<file path="src/rtl/pflag_pkg.sv">
package pflag_pkg;

    localparam int PF_PINS = 16;
    localparam int PF_AW   = 3;

    typedef enum logic [PF_AW-1:0] {
        PF_A_DIR   = 3'd0,
        PF_A_RAISE = 3'd1,
        PF_A_LOWER = 3'd2,
        PF_A_POL   = 3'd3,
        PF_A_EDGE  = 3'd4
    } pf_addr_e;

    typedef struct packed {
        logic dir_we;
        logic pol_we;
        logic edge_we;
        logic raise_we;
        logic lower_we;
    } pf_dec_t;

    function automatic pf_dec_t pf_decode(input logic wr, input logic [PF_AW-1:0] addr);
        pf_dec_t d;
        d = '0;
        if (wr) begin
            case (addr)
                PF_A_DIR:   d.dir_we   = 1'b1;
                PF_A_RAISE: d.raise_we = 1'b1;
                PF_A_LOWER: d.lower_we = 1'b1;
                PF_A_POL:   d.pol_we   = 1'b1;
                PF_A_EDGE:  d.edge_we  = 1'b1;
                default:    d = '0;
            endcase
        end
        return d;
    endfunction

    function automatic logic pf_active_edge(input logic cur, input logic prev, input logic pol);
        return (cur ^ pol) & ~(prev ^ pol);
    endfunction

endpackage

</file>
<file path="src/rtl/pflag_sync.sv">
module pflag_sync #(
    parameter int WIDTH  = 16,
    parameter int STAGES = 2
) (
    input  logic             clk,
    input  logic             rst,
    input  logic [WIDTH-1:0] async_i,
    output logic [WIDTH-1:0] sync_o
);
    logic [STAGES-1:0][WIDTH-1:0] stage_q;

    always_ff @(posedge clk) begin
        if (rst) begin
            stage_q <= '0;
        end else begin
            stage_q[0] <= async_i;
            for (int s = 1; s < STAGES; s++) begin
                stage_q[s] <= stage_q[s-1];
            end
        end
    end

    assign sync_o = stage_q[STAGES-1];
endmodule

</file>
<file path="src/rtl/pflag_regs.sv">
module pflag_regs
    import pflag_pkg::*;
#(
    parameter int NPINS = PF_PINS
) (
    input  logic             clk,
    input  logic             rst,
    input  logic             wr,
    input  logic [PF_AW-1:0] addr,
    input  logic [NPINS-1:0] wdata,
    output logic [NPINS-1:0] dir_o,
    output logic [NPINS-1:0] pol_o,
    output logic [NPINS-1:0] edge_o,
    output logic [NPINS-1:0] lvl_o,
    output logic [NPINS-1:0] raise_o,
    output logic [NPINS-1:0] lower_o
);
    pf_dec_t dec;
    logic [NPINS-1:0] dir_q, pol_q, edge_q, lvl_q;

    assign dec = pf_decode(wr, addr);

    always_ff @(posedge clk) begin
        if (rst) begin
            dir_q  <= '0;
            pol_q  <= '0;
            edge_q <= '0;
            lvl_q  <= '0;
        end else begin
            if (dec.dir_we)   dir_q  <= wdata;
            if (dec.pol_we)   pol_q  <= wdata;
            if (dec.edge_we)  edge_q <= wdata;
            if (dec.raise_we) lvl_q  <= lvl_q | (wdata & dir_q);
            if (dec.lower_we) lvl_q  <= lvl_q & ~(wdata & dir_q);
        end
    end

    assign dir_o   = dir_q;
    assign pol_o   = pol_q;
    assign edge_o  = edge_q;
    assign lvl_o   = lvl_q;
    assign raise_o = dec.raise_we ? wdata : '0;
    assign lower_o = dec.lower_we ? wdata : '0;
endmodule

</file>
<file path="src/rtl/pflag_cond.sv">
module pflag_cond
    import pflag_pkg::*;
(
    input  logic clk,
    input  logic rst,
    input  logic sync_i,
    input  logic dir_i,
    input  logic pol_i,
    input  logic edge_mode_i,
    input  logic raise_i,
    input  logic lower_i,
    output logic sense_o
);
    logic prev_q;
    logic cap_q;
    logic cap_en;
    logic hit;

    assign cap_en = ~dir_i & edge_mode_i;
    assign hit    = pf_active_edge(sync_i, prev_q, pol_i);

    always_ff @(posedge clk) begin
        if (rst) begin
            prev_q <= 1'b0;
            cap_q  <= 1'b0;
        end else begin
            prev_q <= sync_i;
            if (cap_en) begin
                cap_q <= hit | raise_i | (cap_q & ~lower_i);
            end else begin
                cap_q <= 1'b0;
            end
        end
    end

    assign sense_o = edge_mode_i ? cap_q : (sync_i ^ pol_i);
endmodule

</file>
<file path="src/rtl/pflag_ctrl.sv">
module pflag_ctrl
    import pflag_pkg::*;
#(
    parameter int NPINS = PF_PINS
) (
    input  logic             clk,
    input  logic             rst,
    input  logic             bus_wr,
    input  logic [PF_AW-1:0] bus_addr,
    input  logic [NPINS-1:0] bus_wdata,
    output logic [NPINS-1:0] bus_rdata,
    input  logic [NPINS-1:0] pin_in,
    output logic [NPINS-1:0] pin_out,
    output logic [NPINS-1:0] pin_oe
);
    logic [NPINS-1:0] dir_r, pol_r, edge_r, lvl_r, raise_v, lower_v;
    logic [NPINS-1:0] sync_v, sense_v, flag_v;

    pflag_regs #(.NPINS(NPINS)) u_regs (
        .clk     (clk),
        .rst     (rst),
        .wr      (bus_wr),
        .addr    (bus_addr),
        .wdata   (bus_wdata),
        .dir_o   (dir_r),
        .pol_o   (pol_r),
        .edge_o  (edge_r),
        .lvl_o   (lvl_r),
        .raise_o (raise_v),
        .lower_o (lower_v)
    );

    pflag_sync #(.WIDTH(NPINS), .STAGES(2)) u_sync (
        .clk     (clk),
        .rst     (rst),
        .async_i (pin_in),
        .sync_o  (sync_v)
    );

    for (genvar i = 0; i < NPINS; i++) begin : g_pin
        pflag_cond u_cond (
            .clk         (clk),
            .rst         (rst),
            .sync_i      (sync_v[i]),
            .dir_i       (dir_r[i]),
            .pol_i       (pol_r[i]),
            .edge_mode_i (edge_r[i]),
            .raise_i     (raise_v[i]),
            .lower_i     (lower_v[i]),
            .sense_o     (sense_v[i])
        );
        assign flag_v[i] = dir_r[i] ? lvl_r[i] : sense_v[i];
    end

    always_comb begin
        case (bus_addr)
            PF_A_DIR:   bus_rdata = dir_r;
            PF_A_RAISE: bus_rdata = flag_v;
            PF_A_LOWER: bus_rdata = flag_v;
            PF_A_POL:   bus_rdata = pol_r;
            PF_A_EDGE:  bus_rdata = edge_r;
            default:    bus_rdata = '0;
        endcase
    end

    assign pin_oe  = dir_r;
    assign pin_out = lvl_r & dir_r;
endmodule

</file>
<file path="config.mk">
export PLATFORM = sky130hd
export DESIGN_NAME = pflag_ctrl
export DESIGN_NICKNAME = d
export VERILOG_FILES = /design/src/rtl/pflag_pkg.sv /design/src/rtl/pflag_sync.sv /design/src/rtl/pflag_regs.sv /design/src/rtl/pflag_cond.sv /design/src/rtl/pflag_ctrl.sv
export SDC_FILE = /design/constraint.sdc
export NUM_CORES = 1
export LEC_CHECK = 0
export BUFFER_PORTS_ARGS = -buffer_cell sky130_fd_sc_hd__buf_2
export CAP_MARGIN = 5
export CORE_UTILIZATION = 51
export CTS_CLUSTER_SIZE = 24
export DETAILED_ROUTE_END_ITERATION = 8
export PLACE_DENSITY = 0.71
export SLEW_MARGIN = 15
export SYNTH_ARGS = -nofsm -noshare
export SYNTH_HDL_FRONTEND = slang
export SYNTH_SLANG_ARGS = --single-unit
</file>
<file path="constraint.sdc">
create_clock -name clk -period 1.9 [get_ports clk]
set_clock_uncertainty 0.2 [all_clocks]
set_input_delay 0.285 -clock clk [delete_from_list [all_inputs] [get_ports clk]]
set_output_delay 0.285 -clock clk [all_outputs]
set_load 0.05 [all_outputs]
</file>
==> results of run 1 <==
## cells by family after synthesis
logic type,Yosys count
and+or+nand+nor,288
AOI/OAI and AO/OA,160
xor gates and xnor gates,17
muxes,16
buffers and inverters,56
DFF,128
## per-layer routing
metal  up-vias  track usage (%)  wire length (um)
met4         0             15.1               490
met3        48             6.52              1080
met2       250             49.1              8190
met1      2722             37.0              7100
li1       2703                -                 -
met5         -                0                 0
## cell type report
type	instances	share of cell area, %
Clock buffer	22	5.88
Clock inverter	10	1.90
Multi-Input combinational cell	481	38.2
Sequential cell	128	32.0
Tap cell	140	2.13
Timing Repair Buffer	210	19.9
## power breakdown
part / internal (mW) / leakage (nW) / total, mW / switching [mW]
registers: 2.74 / 1.06 / 2.78 / 0.0466
logic: 0.306 / 1.98 / 0.690 / 0.383
clock network: 2.33 / 0.316 / 3.49 / 1.17
## repair_timing
item / in CTS / in global routing
endpoints found under the hold margin: 82 / 0
endpoints found under the setup margin: 16 / 16
gates resized for setup: 92 / 17
buffers inserted: 6 / 0
pin swaps: 23 / 0
hold buffers: 34 / 0
## critical path, cell delays in order, from the launching register on
cell	delay, ps
dfxtp_1	320
xor2_1	180
a211oi_2	280
a21oi_2	60
a311o_2	340
buf_6	160
## Yosys cell counts
cell,count
and2_1,16
nor4b_2,10
o22ai_1,16
or3b_2,2
nor4b_1,6
buf_2,8
a311o_1,16
clkbuf_1,23
nor4bb_4,1
buf_1,2
nor2_1,33
buf_4,23
nor2_2,2
nand3_1,2
a311oi_1,16
a221oi_1,16
a211oi_1,16
nand2b_1,16
nor3b_4,1
nand2b_4,1
a21oi_1,64
or2_0,1
xor2_1,16
mux2i_1,16
xnor2_1,1
and3b_1,16
nor2b_1,50
a31oi_1,16
dfxtp_1,128
nand2_1,129
and3_1,2
## worst max-delay path by stage
| stage | slack, ps | startpoint | depth (start not counted) | to |
|---|---|---|---|---|
| final | -330 | u_regs.pol_o[8]$_SDFFE_PP0P_ | 5 | bus_rdata[8] |
| after CTS | -320 | u_regs.dir_o[8]$_SDFFE_PP0P_ | 5 | bus_rdata[8] |
| after global routing | -410 | flip-flop | 5 | bus_rdata[8] |
| after floorplan | -30 | bus_addr[0] | 6 | bus_rdata[14] |
| after global placement | -130 | bus_addr[0] | 5 | bus_rdata[0] |
| after detailed placement | -140 | bus_addr[1] | 5 | bus_rdata[0] |
## stage by stage
step	power, mW	utilization (%)
final	6.97	74.9
after global routing	7.21	74.9
after CTS	7.00	74.7
after detailed placement	3.44	62.9
after floorplan	3.21	-
after global placement	3.42	62.9
==> summary.txt, run 1 <==
Placed design
  • Placed instance area: 0.00691 mm2
  • Worst slack, placed: -143 ps
  • Placed cell count: a little over 900
  • Port-buffer cells: between 80 and 90
  • DP HPWL: ~11000 um
  • GP Congestion: 0.858

Min path
  • Hold Crit Start: u_sync.stage_q[2]$_SDFF_PP0_
  • HP Class: flip-flop to flip-flop
  • Hold Path Depth: 1
  • Hold worst-path end: u_sync.sync_o[2]$_SDFF_PP0_

Routing
  • Drt wl/cell: between 15 and 20 um
  • DR iter-0 viols: 406
  • DR vias/cell: approximately 5.8
  • Vias: approximately 5700
  • Residual DRC: 0
  • DR pass1 iterations: 5
  • Post-route ant nets: 0
  • Final wirelength: ~17000 um

Setup path
  • Crit path DAT: 1750 ps
  • CP Capture Type: output port
  • Crit path launch type: flip-flop
  • Worst Path Required: about 1400 ps
  • Maximum fanout along the worst path: 2
  • Worst r2r src: u_regs.dir_o[0]$_SDFFE_PP0P_
  • Worst R2R Path Depth: 4
  • CP Class: flip-flop to output port
  • FF-to-FF setup slack: roughly 430 ps
  • R2R Path End: u_regs.dir_o[0]$_SDFFE_PP0P_

Final layout
  • Finished layout cell area: ~0.008 mm2
  • Post-layout nets: ~880
  • Multi-input gate area: about 0.0031 mm2
  • Register area: 0.00263 mm2
  • Fraction of layout cells with a size suffix above 1: 36.1%
  • Area growth from synthesis to layout: 40.9%
  • Final non-filler cell total: between 900 and 1000
  • ANT cells: 0
  • Commonest non-fill, non-tap cell in the layout: nand2_1
  • FILL cells: approximately 780
  • Most frequent cells in the layout: nand2_1 (129), dfxtp_1 (98), buf_4 (87)

Die
  • Die Height: approximately 110 um
  • Die width: 109 um
  • Starting Density: 53.2%
  • Core box area: around 0.011 mm2
  • I/O pin total: 86
  • Die area: 0.0119 mm2
  • Row count: 38

Yosys
  • Synth Area in Compound Gates: a little under a fifth
  • Mean post-synth cell area: 8.78 um2
  • Synth unique cells: 31
  • Synth Area in Adders: 0%
  • Post-synth top area cell: dfxtp_1
  • Largest cells by area after synthesis: dfxtp_1 (44%), nand2_1 (8.3%), a21oi_1 (5.5%), nor2b_1 (5.4%), buf_4 (3.0%)
  • Mux share of post-synthesis cell area: between 2 and 3%
  • Flops & latches, synth: 128
  • Cell Area, Synth: about 0.0058 mm2
  • Post-synthesis instance total: 665
  • Synth top area share: 43.9%
  • Xor-xnor portion of the synthesized cell area: around 2.5%
  • Simple-gate area share of the yosys netlist: a little over a quarter
  • Combinational family with the most area after synthesis: simple AND/OR/NAND/NOR gates
  • Syn. warnings: 0
  • Syn Nets: roughly 700
  • Register area share after synthesis: ~44%

GRT
  • Initial antenna violation count: 0
  • Largest net degree at the start of global routing: 53
  • Global-route wire length before repair: about 27000 um
  • Vias in the first global route: between 5000 and 6000
  • Tot GR Track Use: between 20 and 30%
  • Total gr overflow: 0

Clock tree
  • H-tree depth: 4
  • Clock-pin slew on the worst setup and hold paths: about 60 ps
  • Clock Path Buffers: 2
  • Root Buffer: clkbuf_16
  • Num CTS Buffers: 17
  • Clock Latency Late Sink: 420 ps
  • CTS tree: built
  • Clock Sinks: 128

Run
  • MaxCap Viol Count: 0

Timing
  • Final period utilization: 117%
  • Unrepaired setup endpoints after global routing: true
  • Min Clock Period, post-route: around 2200 ps
  • Fmax: about 0.45 GHz
  • Fin Setup TNS: -4550 ps
  • Final worst setup slack: -331 ps
  • Hold slack: between 200 and 250 ps
  • Fin. max-slew vios: 0
  • # setup viols final: 16
  • Headroom to the max-slew limit: 76.4%
  • Worst Max-Slew Pin Slew: roughly 350 ps
  • Hold Fails Final Rpt: 0

Run status
  • Violations in the final reports: negative setup slack
  • Status: complete, but fails checks

Pwr
  • Leak: 3.36 nW
  • Worst VDD drop: between 0.6 and 0.7 mV
  • PwrDens: 847 mW/mm2
No activity file was read; power rests on OpenSTA's default activity.
==> run 2: changes to the inputs <==
Settings changed: TNS_END_PERCENT set to 5.
==> run 2 against run 1 <==
Compared with the run above:
- wire length is 1.8% higher
- sequential power hardly changed
- final cell count is 0.20% higher
- critical endpoint is now bus_rdata[14]
- the run still ends with negative setup slack left
==> summary.txt, run 2 (synthesis results as in run 1) <==
Run status
  • Status: complete, but fails checks
  • Violations in the final reports: negative setup slack

Setup path
  • FF-to-FF setup slack: 510 ps (+80 ps)
  • Maximum fanout along the worst path: 4 (+2)
  • Worst r2r src: u_regs.pol_o[13]$_SDFFE_PP0P_
  • Worst Path Required: 1410 ps (about the same)
  • CP Class: flip-flop to output port
  • Worst R2R Path Depth: 5 (+1)
  • Crit path DAT: 1830 ps (+80 ps)
  • Crit path launch type: flip-flop
  • R2R Path End: g_pin[13].u_cond.cap_q$_SDFF_PP0_
  • CP Capture Type: output port

Timing
  • Final worst setup slack: -418 ps (-86.9 ps)
  • Unrepaired setup endpoints after global routing: true
  • # setup viols final: 16 (unchanged)
  • Headroom to the max-slew limit: 62.5% (-14 points)
  • Hold Fails Final Rpt: 0 (unchanged)
  • Final period utilization: 122% (+4.6 points)
  • Fin. max-slew vios: 0 (unchanged)
  • Min Clock Period, post-route: 2320 ps (+86.9 ps)
  • Fmax: 0.431 GHz (-3.8%)
  • Worst Max-Slew Pin Slew: 562 ps (+208 ps)

Pwr
  • Pint: 5.16 mW (-3.8%)
  • Power, Total: 6.77 mW (-2.8%)
  • Power share of the clock group: 48.6% (-1.5 points)
  • Comb pwr share: 10.2% (+0.3 points)
  • Leak: 3.32 nW (-1.1%)
  • PwrDens: 834 mW/mm2 (-1.5%)
  • Worst VDD drop: 0.717 mV (+11%)
  • Seq pwr share: 41.2% (+1.2 points)
  • Switching share of power: 23.7% (+0.82 points)
  • P_sw: 1.61 mW (+0.70%)

Min path
  • Hold Crit Start: rst
  • Hold Path Depth: 2 (+1)
  • HP Class: input pin to flip-flop
  • Hold worst-path end: u_sync.stage_q[14]$_SDFF_PP0_

Placed design
  • Placed instance area: 0.00698 mm2 (+1.0%)
  • Worst slack, placed: -197 ps (-54.5 ps)
  • GP Congestion: 0.854 (-0.42%)
  • Port-buffer cells: 85 (unchanged)
  • DP HPWL: 11000 um (+0.32%)

GRT
  • Global route hottest layer: met2
  • Total gr overflow: 0 (unchanged)
  • Global-route wire length before repair: 27300 um (+2.3%)
  • GR Layer Usage met3: 6.99% (+0.48 points)
  • Largest net degree at the start of global routing: 47 (-11%)
  • Tot GR Track Use: 30.4% (+0.47 points)
  • Met2 Usage GRT: 50.9% (+1.9 points)
  • Initial antenna violation count: 0 (unchanged)
  • Vias in the first global route: 5659 (+3.5%)
  • Met1 Use GR: 35.8% (-1.2 points)

Clock tree
  • Num CTS Buffers: 17 (unchanged)
  • Clock Latency Late Sink: 420 ps (about the same)
  • CTS tree: built
  • H-tree depth: 4 (unchanged)
  • Root Buffer: clkbuf_16
  • Clock-pin slew on the worst setup and hold paths: 60 ps (about the same)
  • Clock Sinks: 128 (unchanged)
  • Clock Path Buffers: 2 (unchanged)

Die
  • Die Height: 109 um (unchanged)
  • I/O pin total: 86 (unchanged)
  • Die area: 0.0119 mm2 (unchanged)
  • Die width: 109 um (unchanged)
  • Core box area: 0.0110 mm2 (unchanged)
  • Row count: 38 (unchanged)
  • Starting Density: 53.2% (unchanged)

Run
  • MaxCap Viol Count: 0 (unchanged)

Routing
  • Drt wl/cell: 17.3 um (+1.6%)
  • Residual DRC: 0 (unchanged)
  • Vias: 5731 (+0.14%)
  • Final wirelength: 17200 um (+1.8%)
  • Post-route ant nets: 0 (unchanged)
  • DR iter-0 viols: 427 (+5.2%)
  • DR pass1 iterations: 5 (unchanged)
  • DR vias/cell: 5.77 (about the same)

Final layout
  • ANT cells: 0 (unchanged)
  • Finished layout cell area: 0.00813 mm2 (-1.3%)
  • Fraction of layout cells with a size suffix above 1: 34.2% (-1.8 points)
  • Commonest non-fill, non-tap cell in the layout: nand2_1
  • Post-layout nets: 878 (+0.23%)
  • Area growth from synthesis to layout: 39.1%
  • Most frequent cells in the layout: nand2_1 (129), dfxtp_1 (108), buf_4 (91)
[run 2: cell types whose count changed in the layout (fill, tap and decap cells not counted), sizes merged]
cell | previous run | this run
buf | 176 | 180
dlygate4sd3 | 34 | 32
clkinvlp | 1 | 3
bufinv | 4 | 3
clkbuf | 22 | 21
[run 2: worst max path at each step]
stage | end | from | slack, ps
after detailed placement | bus_rdata[14] | u_regs.dir_o[14]$_SDFFE_PP0P_ | -200
after global routing | bus_rdata[14] | u_regs.dir_o[14]$_SDFFE_PP0P_ | -460
after floorplan | bus_rdata[2] | u_regs.dir_o[2]$_SDFFE_PP0P_ | -30
final | bus_rdata[14] | u_regs.dir_o[14]$_SDFFE_PP0P_ | -420
after CTS | bus_rdata[14] | u_regs.dir_o[14]$_SDFFE_PP0P_ | -410
after global placement | bus_rdata[0] | bus_addr[0] | -150
[run 2: final cells by class]
type / instances / area (um2)
clock buffer: 21 / 460
clock inverter: 11 / 138
fill: 787 / 2860
multi-input combinational: 481 / 3120
sequential: 128 / 2610
tap: 140 / 175
timing repair buffer: 212 / 1630
[run 2: power by group through the flow]
stage / Clock, mW / Combinational, mW / Sequential (mW)
final: 3.29 / 0.692 / 2.79
after global routing: 3.46 / 0.733 / 2.80
after CTS: 3.31 / 0.682 / 2.79
after detailed placement: 0 / 0.598 / 2.85
after global placement: 0 / 0.585 / 2.85
after floorplan: 0 / 0.362 / 2.85
[run 2: worst max-delay path, cell delays in order (launching register included)]
cell	delay, ps
dfxtp_2	350
and3b_1	200
a211oi_2	170
buf_4	150
a21oi_2	30
a311o_2	350
buf_8	160
[run 2: through the flow]
| step | hold WS [ps] | std cells | utilization [%] | TNS, ps |
|---|---|---|---|---|
| final | 136 | 993 | 74.0 | -5040 |
| after CTS | 133 | 993 | 73.9 | -5090 |
| after detailed placement | 226 | 929 | 63.5 | -2920 |
| after global placement | 217 | 929 | 63.5 | -2000 |
| after floorplan | 202 | 665 | - | -393 |
| after global routing | 164 | 993 | 74.0 | -5760 |
[run 2: what timing repair did]
| item | CTS | global route |
|---|---|---|
| endpoints found under the setup margin | 16 | 16 |
| hold buffers | 32 | 0 |
| endpoints found under the hold margin | 80 | 0 |
| pin swaps | 12 | 5 |
| buffers inserted | 1 | 0 |
| gates resized for setup | 76 | 2 |
[run 2: per-layer routing]
layer  vias to the layer above  routed length, um
met3                        62               1090
met4                         0                632
li1                       2712                  -
met5                         -                  0
met2                       247               8330
met1                      2710               7110
==> run 3: changes to the inputs <==
Settings changed: ABC_AREA set to 1, CORE_UTILIZATION 51 to 52, PLACE_DENSITY 0.71 to 0.72.
==> run 3 against run 2 <==
Compared with the run above:
- the flow finishes with violations (design-rule violations)
- total power is 0.73% lower
- utilization shrank 7.1 points
- synthesized cell count is 47% higher
- sequential cell count unchanged
- maximum frequency up 24%
- clock-buffer cell count grew 6
- critical path depth is 4 higher
- global-route usage shrank 4.5 points
- highest routed layer unchanged
==> summary.txt, run 3 <==
GRT
  • Global-route wire length before repair: 25500 um (-6.8%)
  • Vias in the first global route: 5465 (-3.4%)
  • Tot GR Track Use: 25.9% (-4.5 points)
  • Largest net degree at the start of global routing: 91 (+94%)
  • Total gr overflow: 0 (unchanged)
  • Initial antenna violation count: 0 (unchanged)

Pwr
  • Worst VDD drop: 0.560 mV (-22%)
  • Seq pwr share: 42.1% (+0.9 points)
  • Power, Total: 6.72 mW (-0.73%)
  • Switching share of power: 24.8% (+1.1 points)
  • Power share of the clock group: 46.0% (-2.6 points)
  • Leak: 3.86 nW (+16%)
  • P_sw: 1.67 mW (+3.9%)
  • PwrDens: 873 mW/mm2 (+4.7%)
  • Comb pwr share: 11.9% (+1.7 points)
  • Pint: 5.05 mW (-2.2%)

Yosys
  • Async SR Flop Fraction: 0% (unchanged)
  • Syn Nets: 1015 (+44%)
  • Commonest cells post-synth: nand2_1 (268), inv_1 (182), dfxtp_1 (128)
  • Mean post-synth cell area: 6.34 um2 (-28%)
  • Flops & latches, synth: 128 (unchanged)
  • Syn. warnings: 0 (unchanged)
  • Post-synthesis instance total: 977 (+47%)
  • Largest cells by area after synthesis: dfxtp_1 (41%), nand2_1 (16%), inv_1 (11%), nor2_1 (7.2%), a21oi_1 (5.2%)
  • Post-synth top area cell: dfxtp_1
  • Post-synth top flop: dfxtp_1
  • Register area share after synthesis: 41.4% (-2.5 points)
  • Synth unique cells: 18 (-42%)
  • Number of synthesized flops with an enable pin: 0 (unchanged)
  • Cell Area, Synth: 0.00619 mm2 (+6.0%)
  • Most common cell in the synthesized netlist: nand2_1
  • Synth top area share: 41.4% (-2.5 points)

Placed design
  • DP HPWL: 9420 um (-15%)
  • Port-buffer cells: 85 (unchanged)
  • GP Congestion: 0.799 (-6.5%)

Timing
  • # setup viols final: 0 (-16)
  • Unrepaired setup endpoints after global routing: true
  • Fin. max-slew vios: 0 (unchanged)
  • Hold slack: 26.2 ps (-109 ps)
  • Headroom to the max-slew limit: 73.8% (+11 points)
  • Fmax: 0.537 GHz (+24%)
  • Worst Max-Slew Pin Slew: 393 ps (-169 ps)
  • Final period utilization: 98.1% (-24 points)
  • Min Clock Period, post-route: 1860 ps (-454 ps)
  • Hold Fails Final Rpt: 0 (unchanged)

Routing
  • Drt wl/cell: 12.9 um (-26%)
  • Residual DRC: 8 (+8)
  • DR iter-0 viols: 401 (-6.1%)
  • Vias: 6138 (+7.1%)
  • DR pass1 iterations: 7 (+2)
  • DR vias/cell: 5.04 (-13%)
  • Final wirelength: 15700 um (-8.8%)
  • Post-route ant nets: 0 (unchanged)

Run status
  • Violations in the final reports: design-rule violations
  • Status: complete, but fails checks

Setup path
  • Crit path launch type: input pin
  • Maximum fanout along the worst path: 8 (+4)
  • Crit path DAT: 1380 ps (-450 ps)
  • CP Class: input pin to output port
  • CP Capture Type: output port
  • Worst Path Required: 1410 ps (about the same)

Clock tree
  • Clock Latency Late Sink: 410 ps (about the same)
  • Clock Sinks: 128 (unchanged)
  • Clock Path Buffers: 2 (unchanged)
  • Setup Buffers After CTS: 0 (-1)
  • Num CTS Buffers: 17 (unchanged)
  • H-tree depth: 4 (unchanged)
  • Root Buffer: clkbuf_16
  • CTS tree: built
  • Clock-pin slew on the worst setup and hold paths: 60 ps (about the same)

Final layout
  • Register area: 0.00262 mm2 (+0.43%)
  • ANT cells: 0 (unchanged)
  • Fraction of layout cells with a size suffix above 1: 20.8% (-13 points)
  • Area growth from synthesis to layout: 24.4%
  • Multi-input gate area: 0.00270 mm2 (-14%)
  • FILL cells: 1063 (+35%)
  • Commonest non-fill, non-tap cell in the layout: nand2_1
  • Post-layout nets: 1099 (+25%)
  • Most frequent cells in the layout: nand2_1 (264), inv_1 (149), nor2_1 (118)

Die
  • Starting Density: 53.8% (+0.60 points)
  • Die area: 0.0123 mm2 (+3.9%)
  • Core box area: 0.0115 mm2 (+4.9%)
  • Row count: 39 (+2.6%)
  • I/O pin total: 86 (unchanged)
  • Die Height: 111 um (+1.9%)
  • Die width: 111 um (+1.9%)

Run
  • MaxCap Viol Count: 0 (unchanged)

Min path
  • HP Class: input pin to flip-flop
## run 3: critical path, stage by stage
cell and delay, ps:
buf_2 110, buf_4 120, inv_2 50, nor2_4 110
nand2_4 90, clkbuf_16 180, o22ai_1 110, nor2_1 60
nand2_1 90, buf_6 160
## run 3: through the flow
| stage | setup TNS (ps) | utilization (%) | cells | worst slack, ps | cell area (um2) |
|---|---|---|---|---|---|
| floorplan | 0 | - | 977 | 85.2 | 6190 |
| global placement | -426 | 58.5 | 1168 | -62.2 | 6740 |
| detailed placement | -687 | 58.5 | 1168 | -82.9 | 6740 |
| CTS | -0.810 | 65.4 | 1216 | -0.810 | 7530 |
| global route | -380 | 66.9 | 1217 | -41.9 | 7700 |
| finish | 0 | 66.9 | 1217 | 36.2 | 7700 |
## run 3: power groups by stage
stage                     combinational (mW)  clock (mW)  sequential [mW]
after floorplan                        0.503           0             2.86
after detailed placement               0.722           0             2.87
after CTS                              0.765        3.13             2.82
after global routing                   0.882        3.27             2.84
final                                  0.801        3.09             2.83
after global placement                 0.716           0             2.87
## run 3: worst paths after layout
path / from / slack [ps] / cells past startpoint / end
worst max-delay path: bus_addr[0] / 40 / 10 / bus_rdata[8]
worst min-delay path: bus_wdata[9] / 30 / 3 / u_regs.dir_o[9]$_SDFFE_PP0P_
worst max register to register: u_regs.pol_o[10]$_SDFFE_PP0P_ / 770 / 7 / g_pin[10].u_cond.cap_q$_SDFF_PP0_
worst min register to register: u_sync.stage_q[7]$_SDFF_PP0_ / 190 / 2 / u_sync.sync_o[7]$_SDFF_PP0_
## run 3: cell families after synthesis
family | Yosys count | synth area share (%)
buf+inv | 241 | 15.8
compound gates | 134 | 11.2
simple gates | 474 | 31.7
flops | 128 | 41.4
## run 3: area by class of cell
type / count / area share (%)
clock buffers: 27 / 6.79
well taps: 143 / 2.32
clock inverters: 5 / 0.650
flip-flops and latches: 128 / 34.0
multi-input cells: 608 / 35.0
repair buffers: 120 / 12.2
inverters: 186 / 9.06
## run 3: metal layers
metal | track usage (%) | vias up | share of wire, % | routed length [um]
met4 | 8.47 | 0 | 1.3 | 206
met5 | 0 | - | 0 | 0
met2 | 45.0 | 202 | 49 | 7710
met3 | 5.14 | 22 | 6.5 | 1020
met1 | 32.1 | 2738 | 43 | 6720
li1 | - | 3176 | - | -
## run 3: timing repair
item | in CTS | in global routing
endpoints found under the hold margin | 16 | 0
gates cloned | 0 | 1
gates resized for setup | 26 | 95
pin swaps | 0 | 9
hold buffers | 16 | 0
setup endpoints to repair | 16 | 16
